### src/rtl/bert_pkg.sv
`timescale 1ns/1ps
package bert_pkg;
  typedef enum logic [1:0] {
    MODE_IDLE = 2'd0,
    MODE_MAIN = 2'd1,
    MODE_SUB  = 2'd2
  } bert_mode_e;

  typedef enum logic [1:0] {
    CHK_OFF  = 2'd0,
    CHK_SEED = 2'd1,
    CHK_HUNT = 2'd2,
    CHK_LOCK = 2'd3
  } chk_state_e;

  localparam int unsigned BERT_DATA_W   = 8;
  localparam int unsigned BERT_LFSR_W   = 7;
  localparam int unsigned BERT_TAP_HI   = 7;
  localparam int unsigned BERT_TAP_LO   = 6;
  localparam int unsigned BERT_LOCK_RUN = 16;
endpackage

### src/rtl/bert_prbs_step.sv
`timescale 1ns/1ps
// Advances a Fibonacci LFSR by DW bits in one cycle; first bit lands in the MSB.
module bert_prbs_step #(
  parameter int unsigned DW = 8,
  parameter int unsigned LW = 7,
  parameter int unsigned TA = 7,
  parameter int unsigned TB = 6
) (
  input  logic [LW-1:0] state_i,
  output logic [DW-1:0] word_o,
  output logic [LW-1:0] state_o
);
  logic [DW:0][LW-1:0] chain;
  assign chain[0] = state_i;

  for (genvar g = 0; g < DW; g++) begin : g_bit
    logic fb;
    assign fb            = chain[g][TA-1] ^ chain[g][TB-1];
    assign word_o[DW-1-g] = fb;
    assign chain[g+1]    = {chain[g][LW-2:0], fb};
  end

  assign state_o = chain[DW];
endmodule

### src/rtl/bert_mode_arb.sv
`timescale 1ns/1ps
module bert_mode_arb
  import bert_pkg::*;
(
  input  logic       clk,
  input  logic       rst_n,
  input  logic       test_en,
  input  logic       link_sel,
  input  logic       main_force,
  output bert_mode_e mode_q,
  output logic       main_o,
  output logic       sub_o
);
  logic       eff_sub;
  bert_mode_e req;
  bert_mode_e mode_d;

  assign eff_sub = link_sel & ~main_force;

  always_comb begin
    if (!test_en)     req = MODE_IDLE;
    else if (eff_sub) req = MODE_SUB;
    else              req = MODE_MAIN;
  end

  // A path change never goes straight across: one idle cycle in between.
  always_comb begin
    if (mode_q != MODE_IDLE && req != MODE_IDLE && req != mode_q) mode_d = MODE_IDLE;
    else                                                          mode_d = req;
  end

  always_ff @(posedge clk or negedge rst_n) begin
    if (!rst_n) mode_q <= MODE_IDLE;
    else        mode_q <= mode_d;
  end

  assign main_o = (mode_q == MODE_MAIN);
  assign sub_o  = (mode_q == MODE_SUB);
endmodule

### src/rtl/bert_pattern_gen.sv
`timescale 1ns/1ps
module bert_pattern_gen #(
  parameter int unsigned DW = 8,
  parameter int unsigned LW = 7,
  parameter int unsigned TA = 7,
  parameter int unsigned TB = 6
) (
  input  logic          clk,
  input  logic          rst_n,
  input  logic          run,
  input  logic [DW-1:0] norm_data,
  output logic [DW-1:0] tx_data
);
  localparam logic [LW-1:0] SEED = '1;

  logic [LW-1:0] state_q;
  logic [LW-1:0] state_nx;
  logic [DW-1:0] word;

  bert_prbs_step #(.DW(DW), .LW(LW), .TA(TA), .TB(TB)) u_step (
    .state_i (state_q),
    .word_o  (word),
    .state_o (state_nx)
  );

  always_ff @(posedge clk or negedge rst_n) begin
    if (!rst_n)   state_q <= SEED;
    else if (run) state_q <= state_nx;
    else          state_q <= SEED;
  end

  assign tx_data = run ? word : norm_data;
endmodule

### src/rtl/bert_pattern_chk.sv
`timescale 1ns/1ps
module bert_pattern_chk
  import bert_pkg::*;
#(
  parameter int unsigned DW       = 8,
  parameter int unsigned LW       = 7,
  parameter int unsigned TA       = 7,
  parameter int unsigned TB       = 6,
  parameter int unsigned LOCK_RUN = 16
) (
  input  logic          clk,
  input  logic          rst_n,
  input  logic          active,
  input  logic [DW-1:0] rx_data,
  output logic          locked,
  output logic          err_now
);
  localparam int unsigned CW = $clog2(LOCK_RUN + 1);
  localparam logic [CW-1:0] RUN_LAST = CW'(LOCK_RUN);

  chk_state_e    st_q;
  logic [LW-1:0] state_q;
  logic [CW-1:0] run_q;
  logic [DW-1:0] pred;
  logic [LW-1:0] pred_state;
  logic          match;
  logic [CW-1:0] run_inc;

  bert_prbs_step #(.DW(DW), .LW(LW), .TA(TA), .TB(TB)) u_step (
    .state_i (state_q),
    .word_o  (pred),
    .state_o (pred_state)
  );

  assign match   = (rx_data == pred);
  assign run_inc = run_q + 1'b1;

  // After DW >= LW steps the LFSR state equals the last LW bits of the word.
  always_ff @(posedge clk or negedge rst_n) begin
    if (!rst_n) begin
      st_q    <= CHK_OFF;
      state_q <= '0;
      run_q   <= '0;
    end else if (!active) begin
      st_q    <= CHK_OFF;
      state_q <= '0;
      run_q   <= '0;
    end else begin
      unique case (st_q)
        CHK_OFF, CHK_SEED: begin
          state_q <= rx_data[LW-1:0];
          run_q   <= '0;
          st_q    <= CHK_HUNT;
        end
        CHK_HUNT: begin
          state_q <= rx_data[LW-1:0];
          if (!match) begin
            run_q <= '0;
          end else if (run_inc == RUN_LAST) begin
            run_q <= '0;
            st_q  <= CHK_LOCK;
          end else begin
            run_q <= run_inc;
          end
        end
        CHK_LOCK: begin
          state_q <= pred_state;
        end
        default: st_q <= CHK_OFF;
      endcase
    end
  end

  assign locked  = (st_q == CHK_LOCK);
  assign err_now = active & locked & ~match;
endmodule

### src/rtl/bert_result.sv
`timescale 1ns/1ps
module bert_result
  import bert_pkg::*;
(
  input  logic       clk,
  input  logic       rst_n,
  input  bert_mode_e mode,
  input  logic       latch_en,
  input  logic       err_now,
  output logic       result_n
);
  logic main_hold_q;
  logic sub_hold_q;
  logic main_hold_d;
  logic sub_hold_d;
  logic fail_d;

  assign main_hold_d = (mode == MODE_MAIN && latch_en) ? (main_hold_q | err_now) : 1'b0;
  assign sub_hold_d  = sub_hold_q | (mode == MODE_SUB && err_now);

  always_comb begin
    unique case (mode)
      MODE_MAIN: fail_d = latch_en ? (main_hold_q | err_now) : err_now;
      MODE_SUB:  fail_d = sub_hold_q | err_now;
      default:   fail_d = 1'b0;
    endcase
  end

  always_ff @(posedge clk or negedge rst_n) begin
    if (!rst_n) begin
      main_hold_q <= 1'b0;
      sub_hold_q  <= 1'b0;
      result_n    <= 1'b1;
    end else begin
      main_hold_q <= main_hold_d;
      sub_hold_q  <= sub_hold_d;
      result_n    <= ~fail_d;
    end
  end
endmodule

### src/rtl/link_bert.sv
`timescale 1ns/1ps
module link_bert
  import bert_pkg::*;
#(
  parameter int unsigned DATA_W   = BERT_DATA_W,
  parameter int unsigned LFSR_W   = BERT_LFSR_W,
  parameter int unsigned TAP_HI   = BERT_TAP_HI,
  parameter int unsigned TAP_LO   = BERT_TAP_LO,
  parameter int unsigned LOCK_RUN = BERT_LOCK_RUN
) (
  input  logic              clk,
  input  logic              rst_n,
  input  logic              test_en,
  input  logic              link_sel,
  input  logic              main_force,
  input  logic              latch_en,
  input  logic              gen_en,
  input  logic [DATA_W-1:0] norm_data,
  output logic [DATA_W-1:0] tx_data,
  input  logic [DATA_W-1:0] rx_data,
  output logic              result_n,
  output logic              chk_locked,
  output logic              mode_main,
  output logic              mode_sub
);
  bert_mode_e mode_q;
  logic       test_on;
  logic       gen_run;
  logic       err_now;

  bert_mode_arb u_arb (
    .clk        (clk),
    .rst_n      (rst_n),
    .test_en    (test_en),
    .link_sel   (link_sel),
    .main_force (main_force),
    .mode_q     (mode_q),
    .main_o     (mode_main),
    .sub_o      (mode_sub)
  );

  assign test_on = mode_main | mode_sub;
  assign gen_run = gen_en & test_on;

  bert_pattern_gen #(.DW(DATA_W), .LW(LFSR_W), .TA(TAP_HI), .TB(TAP_LO)) u_gen (
    .clk       (clk),
    .rst_n     (rst_n),
    .run       (gen_run),
    .norm_data (norm_data),
    .tx_data   (tx_data)
  );

  bert_pattern_chk #(.DW(DATA_W), .LW(LFSR_W), .TA(TAP_HI), .TB(TAP_LO),
                     .LOCK_RUN(LOCK_RUN)) u_chk (
    .clk     (clk),
    .rst_n   (rst_n),
    .active  (test_on),
    .rx_data (rx_data),
    .locked  (chk_locked),
    .err_now (err_now)
  );

  bert_result u_res (
    .clk      (clk),
    .rst_n    (rst_n),
    .mode     (mode_q),
    .latch_en (latch_en),
    .err_now  (err_now),
    .result_n (result_n)
  );
endmodule

### config.mk
export PLATFORM = sky130hd
export DESIGN_NAME = link_bert
export DESIGN_NICKNAME = d
export VERILOG_FILES = /design/src/rtl/bert_pkg.sv /design/src/rtl/bert_prbs_step.sv /design/src/rtl/bert_mode_arb.sv /design/src/rtl/bert_pattern_gen.sv /design/src/rtl/bert_pattern_chk.sv /design/src/rtl/bert_result.sv /design/src/rtl/link_bert.sv
export SDC_FILE = /design/constraint.sdc
export NUM_CORES = 1
export LEC_CHECK = 0
export ABC_AREA = 1
export BUFFER_PORTS_ARGS = -buffer_cell sky130_fd_sc_hd__buf_2
export CORE_AREA = 4 4 59 61
export CTS_CLUSTER_SIZE = 25
export DETAILED_ROUTE_END_ITERATION = 12
export DIE_AREA = 0 0 63 65
export PLACE_DENSITY = 0.8
export SYNTH_ARGS = -nofsm -noshare
export SYNTH_HDL_FRONTEND = slang
export SYNTH_SLANG_ARGS = --single-unit
### constraint.sdc
create_clock -name clk -period 4.6 [get_ports clk]
set_clock_uncertainty 0.05 [all_clocks]
set_input_delay 0.46 -clock clk [delete_from_list [all_inputs] [get_ports clk]]
set_output_delay 0.46 -clock clk [all_outputs]
set_load 0.01 [all_outputs]
==> results.sh <==
export IMPL_status="finished, final reports clean"
export IMPL_timing_fmax_ghz=0.365
export IMPL_syn_nets=237
export IMPL_via_per_inst=5.31
export IMPL_yosysSeqAreaShare=0.419
export IMPL_routabilityCongestion=0.813
export IMPL_dr_pass1_iters=4
export IMPL_die_h_um=65
export IMPL_crit_fanout=11
export IMPL_port_buffers=34
export IMPL_clk_path_buf_depth=2
export IMPL_die_x_um=63
export IMPL_hold_ws_ps=46.2
export IMPL_hold_violations=0
export IMPL_dp_hpwl_um=2410
export IMPL_grt_setup_unrepaired="false"
export IMPL_grt_pass1_vias=1265
export IMPL_avgSynthCellArea_um2=7.51
export IMPL_worstMarginPinSlew_ps=558
export IMPL_wirelength_um=3050
export IMPL_htreeDepth=1
export IMPL_core_area_um2=2980
export IMPL_clkTransAtPathRegs_ps=150
export IMPL_antenna_found_initial=0
export IMPL_crit_type="flip-flop to primary output"
export IMPL_maxCapViolations=0
export IMPL_num_vias=1475
export IMPL_powerDensity_nw_per_um2=272
export IMPL_grt_pass1_wl_um=5260
export IMPL_yosys_cell_types_count=29
export IMPL_yosysWarnings=0
export IMPL_worstPathRequired_ps=4090
export IMPL_boundaryPins=35
export IMPL_n_antenna_cell=0
export IMPL_grt_start_max_net_pins=27
export IMPL_syn_to_final_growth_pct=14.9
export IMPL_ant_nets=0
export IMPL_final_cell_mix="63 x nand2_1, 34 x buf_2, 24 x inv_1, 20 x nand3_1, 18 x dfrtp_1"
export IMPL_layout_min_cycle_time_ps=2740
export IMPL_overflow=0
export IMPL_fin_util=0.608
export IMPL_rows=20
export IMPL_cts_tree="built"
export IMPL_post_route_drc_count=0
export IMPL_cts_sink_count=26
export IMPL_synth_seq_cells=26
export IMPL_fin_nets=273
export IMPL_clock_latency_ps=330
export IMPL_cp_arrival_ps=2230
export IMPL_cts_setup_buffers=0
export IMPL_drive_above_1_share=0.253
export IMPL_hold_class="input port to asynchronous set/reset pin"
export IMPL_cts_root_buf="clkbuf_4"
export IMPL_post_cts_resize_count=0
export IMPL_vdd_drop_max_mv=0.237
export IMPL_post_route_period_util=0.596
export IMPL_cts_buffers=3
export IMPL_fin_setup_tns_ps=0
export IMPL_setup_violations=0
export IMPL_syn_area_um2=1580
export IMPL_drtIter0Drc=106
export IMPL_routedWlPerCell_um=11.0
export IMPL_netlist_instances=210
export IMPL_final_common_cell="nand2_1"
export IMPL_dieArea_um2=4100
export IMPL_grt_util_all_layers=0.158
export IMPL_max_slew_margin=0.628
export IMPL_start_kind="flip-flop"
export IMPL_cts_hold_buf=0
export IMPL_p_leak_nw=0.962
export IMPL_critPathCaptureType="primary output"
export IMPL_initial_core_util=0.529
export IMPL_slew_viol_final=0
cells in the mapped netlist:
| library cell | n | area share |
|---|---|---|
| nor2_2 | 3 | 0.012 |
| or2_2 | 1 | 0.0040 |
| nand3b_1 | 2 | 0.0095 |
| a21oi_1 | 7 | 0.022 |
| clkbuf_1 | 2 | 0.0048 |
| dfrtp_1 | 18 | 0.29 |
| a31oi_1 | 5 | 0.020 |
| a211oi_1 | 1 | 0.0048 |
| dfstp_2 | 8 | 0.13 |
| xnor2_1 | 3 | 0.017 |
| o21ai_2 | 1 | 0.0056 |
| inv_2 | 3 | 0.0071 |
| nand2_4 | 1 | 0.0071 |
| nor3_1 | 1 | 0.0032 |
| buf_2 | 1 | 0.0032 |
| o21a_1 | 8 | 0.038 |
| nor2_4 | 1 | 0.0071 |
| nand4_1 | 1 | 0.0040 |
| ha_1 | 4 | 0.032 |
| nand3_1 | 20 | 0.063 |
| inv_1 | 24 | 0.057 |
| nand2_2 | 6 | 0.024 |
| nand2_1 | 63 | 0.15 |
| o31ai_1 | 4 | 0.019 |
| nor2_1 | 9 | 0.021 |
| o211ai_1 | 1 | 0.0048 |
| o21ai_1 | 1 | 0.0032 |
| xor2_1 | 1 | 0.0056 |
| o21ai_0 | 10 | 0.032 |
metrics by stage:
step / cells / total power [mW] / cell area [um2] / setup slack, ps
6_report: 278 / 0.494 / 1810 / 1860
5_1_grt: 278 / 0.531 / 1810 / 1620
4_1_cts: 278 / 0.499 / 1810 / 1850
3_5_place_dp: 274 / 0.383 / 1780 / 2230
3_3_place_gp: 274 / 0.381 / 1780 / 2320
2_1_floorplan: 210 / 0.343 / 1580 / 2640
per-layer routing:
layer / up-vias / global-route usage / part of all wire
met5: - / 0 / 0
li1: 756 / - / -
met1: 680 / 0.211 / 0.45
met4: 0 / 0.0331 / 0.0052
met2: 37 / 0.264 / 0.49
met3: 2 / 0.0347 / 0.052
worst max-delay path, stage by stage, from the launching register on:
cell     delay [ps]
dfrtp_1         410
inv_1            70
ha_1            490
nand2_1         290
inv_1           270
nand3_1         140
o21a_1          120
buf_2           130
power by group:
group | internal [mW] | switching (mW) | total (mW)
combinational | 0.0468 | 0.0751 | 0.122
clock | 0.0484 | 0.0660 | 0.114
sequential | 0.246 | 0.0116 | 0.257
layout make-up:
type                            count  area, um2
Fill cell                         273       1170
Multi-Input combinational cell    154        802
Sequential cell                    26        661
Timing Repair Buffer               34        170
Inverter                           27        101
Tap cell                           33       41.3
Clock buffer                        4       36.3
kinds of logic (layout without fill, tap and decap cells):
logic type               count (synthesis)  after routing  synth area share
adder cells (fa/ha/maj)                  4              4            0.0317
AO/OA/AOI/OAI                           38             38             0.149
XOR/XNOR                                 4              4            0.0222
buffers and inverters                   30             65            0.0722
AND/OR/NAND/NOR                        108            108             0.306
flip-flops                              26             26             0.419
worst paths after layout:
check	start	end	slack, ps	depth (start not counted)
max	u_arb.mode_q[1]	tx_data[1]	1860	7
min	rst_n	u_chk.state_q[0]	50	1
max reg2reg	u_arb.mode_q[1]	u_res.result_n	2600	9
min reg2reg	u_res.sub_hold_q	u_res.sub_hold_q	460	1
max in group asynchronous	rst_n	u_res.result_n	4050	1
min in group clk	main_force	u_arb.mode_q[1]	260	2
flip-flops by register name, indices dropped and copies added (netlist names):
| name | cells |
|---|---|
| u_chk.state_q | 7 |
| u_gen.state_q | 7 |
| u_res.result_n | 1 |
| u_arb.mode_q | 2 |
| u_res.sub_hold_q | 1 |
| u_chk.run_q | 5 |
| u_res.main_hold_q | 1 |
| u_chk.st_q | 2 |
Note: power is estimated with default switching activity, not from simulation.
